`config.mk`:
```
export PLATFORM = sky130hd
export DESIGN_NAME = tick_timer
export DESIGN_NICKNAME = d
export VERILOG_FILES = /design/src/rtl/tick_timer_pkg.sv /design/src/rtl/tick_timer_chan.sv /design/src/rtl/tick_timer_regs.sv /design/src/rtl/tick_timer.sv
export SDC_FILE = /design/constraint.sdc
export NUM_CORES = 1
export LEC_CHECK = 0
export BUFFER_PORTS_ARGS = -buffer_cell sky130_fd_sc_hd__buf_2
export CAP_MARGIN = 20
export CELL_PAD_IN_SITES_DETAIL_PLACEMENT = 0
export CELL_PAD_IN_SITES_GLOBAL_PLACEMENT = 1
export CORE_MARGIN = 2
export CORE_UTILIZATION = 45
export DETAILED_ROUTE_END_ITERATION = 10
export GPL_TIMING_DRIVEN = 1
export PLACE_DENSITY_LB_ADDON = 0.08
export SLEW_MARGIN = 5
export SYNTH_ARGS = -nofsm -noshare
export SYNTH_HDL_FRONTEND = slang
export SYNTH_SLANG_ARGS = --single-unit
```
`constraint.sdc`:
```
create_clock -name clk -period 3 [get_ports clk]
set_input_delay 0.6 -clock clk [delete_from_list [all_inputs] [get_ports clk]]
set_output_delay 0.6 -clock clk [all_outputs]
set_load 0.05 [all_outputs]
```
`src/rtl/tick_timer_pkg.sv`:
```
package tick_timer_pkg;
  localparam int DATA_W  = 32;
  localparam int EN_BIT  = 30;
  localparam int IE_BIT  = 29;
  localparam int MODE_HI = 28;
  localparam int MODE_LO = 27;
  localparam logic [1:0] MODE_PERIODIC = 2'b01;

  // strobes from register decode to one channel datapath
  typedef struct packed {
    logic ctrlWr;
    logic loadWr;
    logic flagClr;
  } chanStb_t;
endpackage

```
`src/rtl/tick_timer_chan.sv`:
```
module tick_timer_chan
  import tick_timer_pkg::*;
#(
  parameter int CNT_W = 32,
  parameter int PRE_W = 8
) (
  input  logic              clk,
  input  logic              rstN,
  input  chanStb_t          stb,
  input  logic [DATA_W-1:0] wrData,
  output logic [DATA_W-1:0] ctrlWord,
  output logic [CNT_W-1:0]  loadVal,
  output logic [CNT_W-1:0]  countVal,
  output logic              flag,
  output logic              irq
);
  logic             running;
  logic             intEn;
  logic [1:0]       mode;
  logic [PRE_W-1:0] preLim;
  logic [PRE_W-1:0] preCnt;
  logic             tick;
  logic             expire;
  logic             periodic;

  assign periodic = (mode == MODE_PERIODIC);
  assign tick     = running && !stb.ctrlWr && (preCnt == preLim);
  assign expire   = tick && (countVal <= CNT_W'(1));
  assign irq      = flag && intEn;

  always_ff @(posedge clk) begin
    if (!rstN) begin
      running  <= 1'b0;
      intEn    <= 1'b0;
      mode     <= '0;
      preLim   <= '0;
      preCnt   <= '0;
      loadVal  <= '0;
      countVal <= '0;
      flag     <= 1'b0;
    end else begin
      if (stb.ctrlWr) begin
        running <= wrData[EN_BIT];
        intEn   <= wrData[IE_BIT];
        mode    <= wrData[MODE_HI:MODE_LO];
        preLim  <= wrData[PRE_W-1:0];
        if (wrData[EN_BIT] && !running) begin
          countVal <= loadVal;
          preCnt   <= '0;
        end
      end else if (running) begin
        if (tick) begin
          preCnt <= '0;
          if (expire) begin
            if (periodic) begin
              countVal <= loadVal;
            end else begin
              countVal <= '0;
              running  <= 1'b0;
            end
          end else begin
            countVal <= countVal - CNT_W'(1);
          end
        end else begin
          preCnt <= preCnt + PRE_W'(1);
        end
      end
      if (stb.loadWr) begin
        loadVal <= wrData[CNT_W-1:0];
        if (!running) countVal <= wrData[CNT_W-1:0];
      end
      if (expire) flag <= 1'b1;
      else if (stb.flagClr) flag <= 1'b0;
    end
  end

  always_comb begin
    ctrlWord                  = '0;
    ctrlWord[EN_BIT]          = running;
    ctrlWord[IE_BIT]          = intEn;
    ctrlWord[MODE_HI:MODE_LO] = mode;
    ctrlWord[PRE_W-1:0]       = preLim;
  end
endmodule

```
`src/rtl/tick_timer_regs.sv`:
```
module tick_timer_regs
  import tick_timer_pkg::*;
#(
  parameter int NUM_CH = 2,
  parameter int CNT_W  = 32,
  parameter int ADDR_W = 4
) (
  input  logic [ADDR_W-1:0]             busAddr,
  input  logic                          busWr,
  input  logic [NUM_CH-1:0]             clrMask,
  input  logic [NUM_CH-1:0][DATA_W-1:0] ctrlWord,
  input  logic [NUM_CH-1:0][CNT_W-1:0]  loadVal,
  input  logic [NUM_CH-1:0][CNT_W-1:0]  countVal,
  input  logic [NUM_CH-1:0]             flags,
  output chanStb_t [NUM_CH-1:0]         stb,
  output logic [DATA_W-1:0]             busRdata
);
  localparam logic [ADDR_W-1:0] STATUS_ADDR = {ADDR_W{1'b1}};

  logic statusWr;
  assign statusWr = busWr && (busAddr == STATUS_ADDR);

  for (genvar c = 0; c < NUM_CH; c++) begin : g_dec
    localparam logic [ADDR_W-1:0] BASE = ADDR_W'(4 * c);
    assign stb[c].ctrlWr  = busWr && (busAddr == BASE);
    assign stb[c].loadWr  = busWr && (busAddr == BASE + ADDR_W'(1));
    assign stb[c].flagClr = statusWr && clrMask[c];
  end

  always_comb begin
    busRdata = '0;
    for (int c = 0; c < NUM_CH; c++) begin
      if (busAddr == ADDR_W'(4 * c))     busRdata = ctrlWord[c];
      if (busAddr == ADDR_W'(4 * c + 1)) busRdata = DATA_W'(loadVal[c]);
      if (busAddr == ADDR_W'(4 * c + 2)) busRdata = DATA_W'(countVal[c]);
    end
    if (busAddr == STATUS_ADDR) busRdata = DATA_W'(flags);
  end
endmodule

```
`src/rtl/tick_timer.sv`:
```
module tick_timer
  import tick_timer_pkg::*;
#(
  parameter int NUM_CH = 2,
  parameter int CNT_W  = 32,
  parameter int PRE_W  = 8,
  parameter int ADDR_W = 4
) (
  input  logic              clk,
  input  logic              rstN,
  input  logic [ADDR_W-1:0] busAddr,
  input  logic              busWr,
  input  logic [DATA_W-1:0] busWdata,
  output logic [DATA_W-1:0] busRdata,
  output logic [NUM_CH-1:0] irq
);
  chanStb_t [NUM_CH-1:0]         stb;
  logic [NUM_CH-1:0][DATA_W-1:0] ctrlWord;
  logic [NUM_CH-1:0][CNT_W-1:0]  loadVal;
  logic [NUM_CH-1:0][CNT_W-1:0]  countVal;
  logic [NUM_CH-1:0]             flags;

  tick_timer_regs #(.NUM_CH(NUM_CH), .CNT_W(CNT_W), .ADDR_W(ADDR_W)) regs (
    .busAddr (busAddr),
    .busWr   (busWr),
    .clrMask (busWdata[NUM_CH-1:0]),
    .ctrlWord(ctrlWord),
    .loadVal (loadVal),
    .countVal(countVal),
    .flags   (flags),
    .stb     (stb),
    .busRdata(busRdata)
  );

  for (genvar c = 0; c < NUM_CH; c++) begin : g_ch
    tick_timer_chan #(.CNT_W(CNT_W), .PRE_W(PRE_W)) chan (
      .clk     (clk),
      .rstN    (rstN),
      .stb     (stb[c]),
      .wrData  (busWdata),
      .ctrlWord(ctrlWord[c]),
      .loadVal (loadVal[c]),
      .countVal(countVal[c]),
      .flag    (flags[c]),
      .irq     (irq[c])
    );
  end
endmodule

```
# Word level (Yosys, flattened, before mapping)
# Index checks and enable logic that the tools add are counted.
[classes]
n_addsub = 4
order_cmp = 2
n_eq_ne = 12
mux = 45
reduce_logical = 28
[ops]
columns = ["cell", "count"]
rows = [
  ["32-bit 2-to-1 mux", 22],
  ["32-bit by 1-bit less-or-equal comparator with 1-bit output (second input constant)", 2],
  ["8-bit 2-to-1 mux", 8],
  ["32-bit by 1-bit subtractor with 32-bit output (second input constant)", 2],
  ["31-bit 2-to-1 mux", 1],
  ["1-bit logical AND", 17],
  ["8-bit by 1-bit adder with 8-bit output (second input constant)", 2],
  ["8-bit == test", 2],
  ["1-bit 2-to-1 mux", 14],
  ["4-bit by 3-bit == test with 1-bit output (second input constant)", 3],
  ["2-bit nonzero test", 4],
  ["2-bit by 1-bit == test with 1-bit output (second input constant)", 2],
  ["4-bit by 1-bit == test with 1-bit output (second input constant)", 1],
  ["4-bit by 2-bit == test with 1-bit output (second input constant)", 1],
  ["4-bit == test (second input constant)", 1],
  ["1-bit logical NOT", 4],
  ["4-bit logical NOT", 1],
  ["2-bit != test (second input constant)", 2],
  ["2-bit AND reduction", 2],
]
[word_totals]
reg_bits = 170
in_bits = 39
out_inout_bits = 34
word_cells = 107

# Depth between registers and ports, before layout
[logic_depth]
depth_word = 12
ltp_mapped = 10
mapped_depth_nobuf = 8

# Hierarchy
# Synthesis repeated with hierarchy kept, for this count alone.
[unflattened]
cells_unflattened = 1653
area_unflattened_um2 = 12448.2
[by_module_without_submodules]
columns = ["mod", "instances", "cells_per_inst", "area_each_um2", "seq_area_each_um2"]
rows = [
  ["tick_timer_chan at g_ch[0].chan", 1, 713, 5426.5, 1701.6],
  ["tick_timer_chan at g_ch[1].chan", 1, 673, 5220.0, 1701.6],
  ["tick_timer_regs", 1, 267, 1801.7, 0.0],
]

# Worst setup path before layout
# Ideal clock, no wire load.
[synth_path]
path_type = "input to output"
from = "input busAddr[0]"
to = "output busRdata[0]"
arrival_ps = 2728
required_time_ps = 2400
slack_ps = -328
cell_stages = 6
path_buffers = 2
cell_sequence = "buf_1 > clkbuf_1 > mux2i_1 > nor2_1 > a21oi_1 > o21ai_0"
[synth_via]
elab_chain_cells = 8
word_cells_on_any_way = 14
cone_classes = "eq/ne (6); mux (7); reduce/logical (1)"
[synth_rtl]
columns = ["item", "line_no", "text"]
rows = [
  ["start, declared", "tick_timer.sv:11", "input logic [ADDR_W-1:0] busAddr,"],
  ["4-bit logical NOT", "tick_timer_regs.sv:33", "if (busAddr == ADDR_W'(4 * c)) busRdata = ctrlWord[c];"],
  ["31-bit 2-to-1 mux", "tick_timer_regs.sv:33", ""],
  ["32-bit 2-to-1 mux", "tick_timer_regs.sv:34", "if (busAddr == ADDR_W'(4 * c + 1)) busRdata = DATA_W'(loadVal[c]);"],
  ["32-bit 2-to-1 mux", "tick_timer_regs.sv:35", "if (busAddr == ADDR_W'(4 * c + 2)) busRdata = DATA_W'(countVal[c]);"],
  ["32-bit 2-to-1 mux", "tick_timer_regs.sv:33", ""],
  ["32-bit 2-to-1 mux", "tick_timer_regs.sv:34", ""],
  ["32-bit 2-to-1 mux", "tick_timer_regs.sv:35", ""],
  ["32-bit 2-to-1 mux *", "tick_timer_regs.sv:37", "if (busAddr == STATUS_ADDR) busRdata = DATA_W'(flags);"],
  ["end, declared", "tick_timer.sv:14", "output logic [DATA_W-1:0] busRdata,"],
]
# Every way passes the cells marked *; elsewhere a longest branch is shown, timed or not.

# Worst setup path after layout
[layout_path]
from = "input busAddr[3]"
to = "output busRdata[10]"
[layout_via]
elab_chain_cells = 7
word_cells_on_any_way = 12
cone_classes = "eq/ne (6); mux (6)"
[layout_rtl]
columns = ["item", "line_no"]
rows = [
  ["4-bit by 1-bit == test with 1-bit output", "tick_timer_regs.sv:34"],
  ["32-bit 2-to-1 mux", "tick_timer_regs.sv:34"],
  ["32-bit 2-to-1 mux", "tick_timer_regs.sv:35"],
  ["32-bit 2-to-1 mux", "tick_timer_regs.sv:33"],
  ["32-bit 2-to-1 mux", "tick_timer_regs.sv:34"],
  ["32-bit 2-to-1 mux", "tick_timer_regs.sv:35"],
  ["32-bit 2-to-1 mux *", "tick_timer_regs.sv:37"],
]
# Marked as above.

==> flow_summary.toml <==
[worst_setup_path]
timing.rr.end = "g_ch[1].chan.countVal[23]$_SDFF_PN0_"
cp.required_ps = 2400
rr_startpoint = "g_ch[1].chan.countVal[5]$_SDFF_PN0_"
r2r_cells = 6
reg2reg_slack_ps = 190
cp-start-kind = "input pin"
cp.arrival_ps = 2220
critPathMaxFanout = 20
crit_path_end_kind = "output pin"
crit_type = "input pin to output pin"

[synthesis]
syn_area_per_cell_sq_um = 7.15
yosys_most_used_dff = "dfxtp_1"
synth_edf_count = 0
ys_ff_latch = 170
async_flop_share = 0
synth_area_sq_um = 10900
netlist.area_leader.share = 0.314
ys_warn_count = 0
yosysSeqAreaShare = 0.314
yosys.area.top_type = "dfxtp_1"
postSynthCellCount = 1519
syn-num-nets = 1564
synthTopCellsByArea = "dfxtp_1 (31%), nand2_1 (11%), a21oi_1 (8.9%)"
yosysUniqueCellTypes = 78

[drt]
ant_nets = 0
totalWireLength_um = 45200
drc = 0
first_pass_iters = 5
vias_per_cell = 6.49
post_drt_wl_per_cell_um = 23.6
vias = 12400
first_iter_violations = 1385

[floorplanning]
die_area_sq_um = 25400
fp.coreArea_sq_um = 23500
start_util = 0.461
die_w_um = 159
die_h_um = 159
io_pins = 73
num_rows = 56

[cells_and_area]
layout-drive-gt1-share = 0.156
final_cell_mix = "nand2_1 (307), a21oi_1 (192), dfxtp_1 (170)"
syn2layout_area_growth_pct = 16.7
final_common_cell = "nand2_1"
final_nets = 1624
finalNonFillerCells = 1912

[sta]
setup_ws_ps = 177
setup_viol = 0
post-route-min-period_ps = 2820
finalCritPeriodShare = 0.941
finalHoldViolCount = 0
worstMarginPinSlew_ps = 739
drv_slew = 0
fin_skew_ps = 14.8
finalSetupTns_ps = 0
slew_headroom = 0.506
rsz0062_at_grt = "no"
maxClockFrequency_mhz = 354

[pwr]
power.switching_w = 0.00209
p_int_w = 0.00402
p_comb_frac = 0.246
power_leakage_nw = 4.80
peakVddDrop_v = 0.000307
totalPowerFinal_w = 0.00611
clock_power_share = 0.367
p_per_area_nw_per_um2 = 482
sequentialPowerShare = 0.387
switching_share = 0.342

[global_route]
grt_pass1_wl_um = 69100
grt_pass1_vias = 11500
grt_max_degree = 116
grt-ovfl-total = 0
antenna_found_initial = 1
grt_usage = 0.348

[clock_tree]
cts-root-buf = "clkbuf_16"
post_cts_buffers = 0
clock_sinks = 170
clkSlewWorstSetupHoldPaths_ps = 70
numCtsBuffers = 17
cts_tree = "yes"
clock_latency_ps = 440
clockBufferDepth = 2
cts_resized = 0
htreeDepth = 4
hold_buffers = 0

[outcome]
status = "finished clean"

[place]
gp_congestion = 0.982
dp_hpwl_um = 31800
pre_cts_ws_ps = 200
place_inst = 1879
port-buffer-count = 72

[flow_run]
cap_violations = 0

[min_path]
hp-start = "busWdata[21]"
min_path_type = "input pin to register"
hold_depth = 3
hold_end = "g_ch[1].chan.loadVal[21]$_SDFFE_PN0P_"
## how the worst max path moves through the flow
stage / from / endpoint / slack [ps] / depth (start not counted)
floorplan: busAddr[0] / busRdata[0] / 50 / 6
global placement: busAddr[3] / busRdata[31] / 220 / 7
detailed placement: busAddr[1] / g_ch[1].chan.countVal[23]$_SDFF_PN0_ / 200 / 7
CTS: busAddr[3] / busRdata[31] / 210 / 7
global route: g_ch[1].chan.countVal[0]$_SDFF_PN0_ / g_ch[1].chan.countVal[28]$_SDFF_PN0_ / 50 / 8
finish: busAddr[3] / busRdata[10] / 180 / 7
## sequential cells by signal, summed over array words and instances (netlist names)
name	cells
g_ch.chan.countVal	64
g_ch.chan.flag	2
g_ch.chan.intEn	2
g_ch.chan.loadVal	64
g_ch.chan.mode	4
g_ch.chan.preCnt	16
g_ch.chan.preLim	16
g_ch.chan.running	2
## routing by layer
layer	routed length (um)	up-vias	track usage
met3	4460	111	0.0766
li1	-	5723	-
met2	20000	626	0.531
met5	0	-	0
met4	1440	0	0.132
met1	19300	5943	0.481
## critical path, stage by stage
cell and delay (ps):
buf_2 150, or2_2 320, buf_4 210, nor2_1 120
buf_4 250, a221o_1 260, buf_2 300
## synth_stat cells (5+ instances only)
cell	n
nand2_1	307
a21oi_1	192
dfxtp_1	170
clkbuf_1	114
o21ai_0	107
nor2_1	86
nor3_1	39
a31oi_1	34
mux2i_1	30
nand3_1	28
and3_1	25
nor4_1	25
a221o_1	24
a221oi_1	23
a22o_1	22
nand4_1	22
xnor2_1	19
o221ai_1	15
a22oi_1	12
o211ai_1	12
xor2_1	12
inv_1	11
or3_1	11
or4_1	11
nor2b_1	9
buf_1	8
nand2b_1	8
o22ai_1	8
nand3b_1	7
o31ai_1	7
and2_1	6
ha_1	6
buf_2	5
nor3b_1	5
o21a_1	5
or2_2	5
## power by group through the flow
| stage | Clock, W | Combinational [W] | Sequential, W |
|---|---|---|---|
| after floorplan | 0 | 0.000967 | 0.00239 |
| after global placement | 0 | 0.00146 | 0.00242 |
| after detailed placement | 0 | 0.00146 | 0.00242 |
| after CTS | 0.00225 | 0.00147 | 0.00236 |
| after global routing | 0.00234 | 0.00161 | 0.00237 |
| final | 0.00224 | 0.00150 | 0.00237 |
## logic make-up after synthesis
| logic type | Yosys count | synth area share |
|---|---|---|
| and+or+nand+nor | 620 | 0.271 |
| AOI/OAI and AO/OA | 516 | 0.301 |
| DFF | 170 | 0.314 |
| buffers and inverters | 144 | 0.0522 |
| muxes | 32 | 0.0297 |
| xor gates and xnor gates | 31 | 0.0250 |
| adders and majority gates | 6 | 0.00692 |
## final cells by class
type                    count  area [sq um]
fillers                  2351         10900
repair buffers            173          1260
inverters                  12          47.5
clock buffers              19           453
diodes                      2          5.00
clock inverters            12           116
flip-flops and latches    170          3400
multi-input cells        1205          6990
well taps                 319           399
## stage by stage
step	util	cell area, sq um	hold WS [ps]
2_1_floorplan	-	10900	443
3_3_place_gp	0.514	12100	462
3_5_place_dp	0.514	12100	465
4_1_cts	0.538	12700	447
5_1_grt	0.538	12700	456
6_report	0.538	12700	458
No activity file was read; power rests on OpenSTA's default activity.
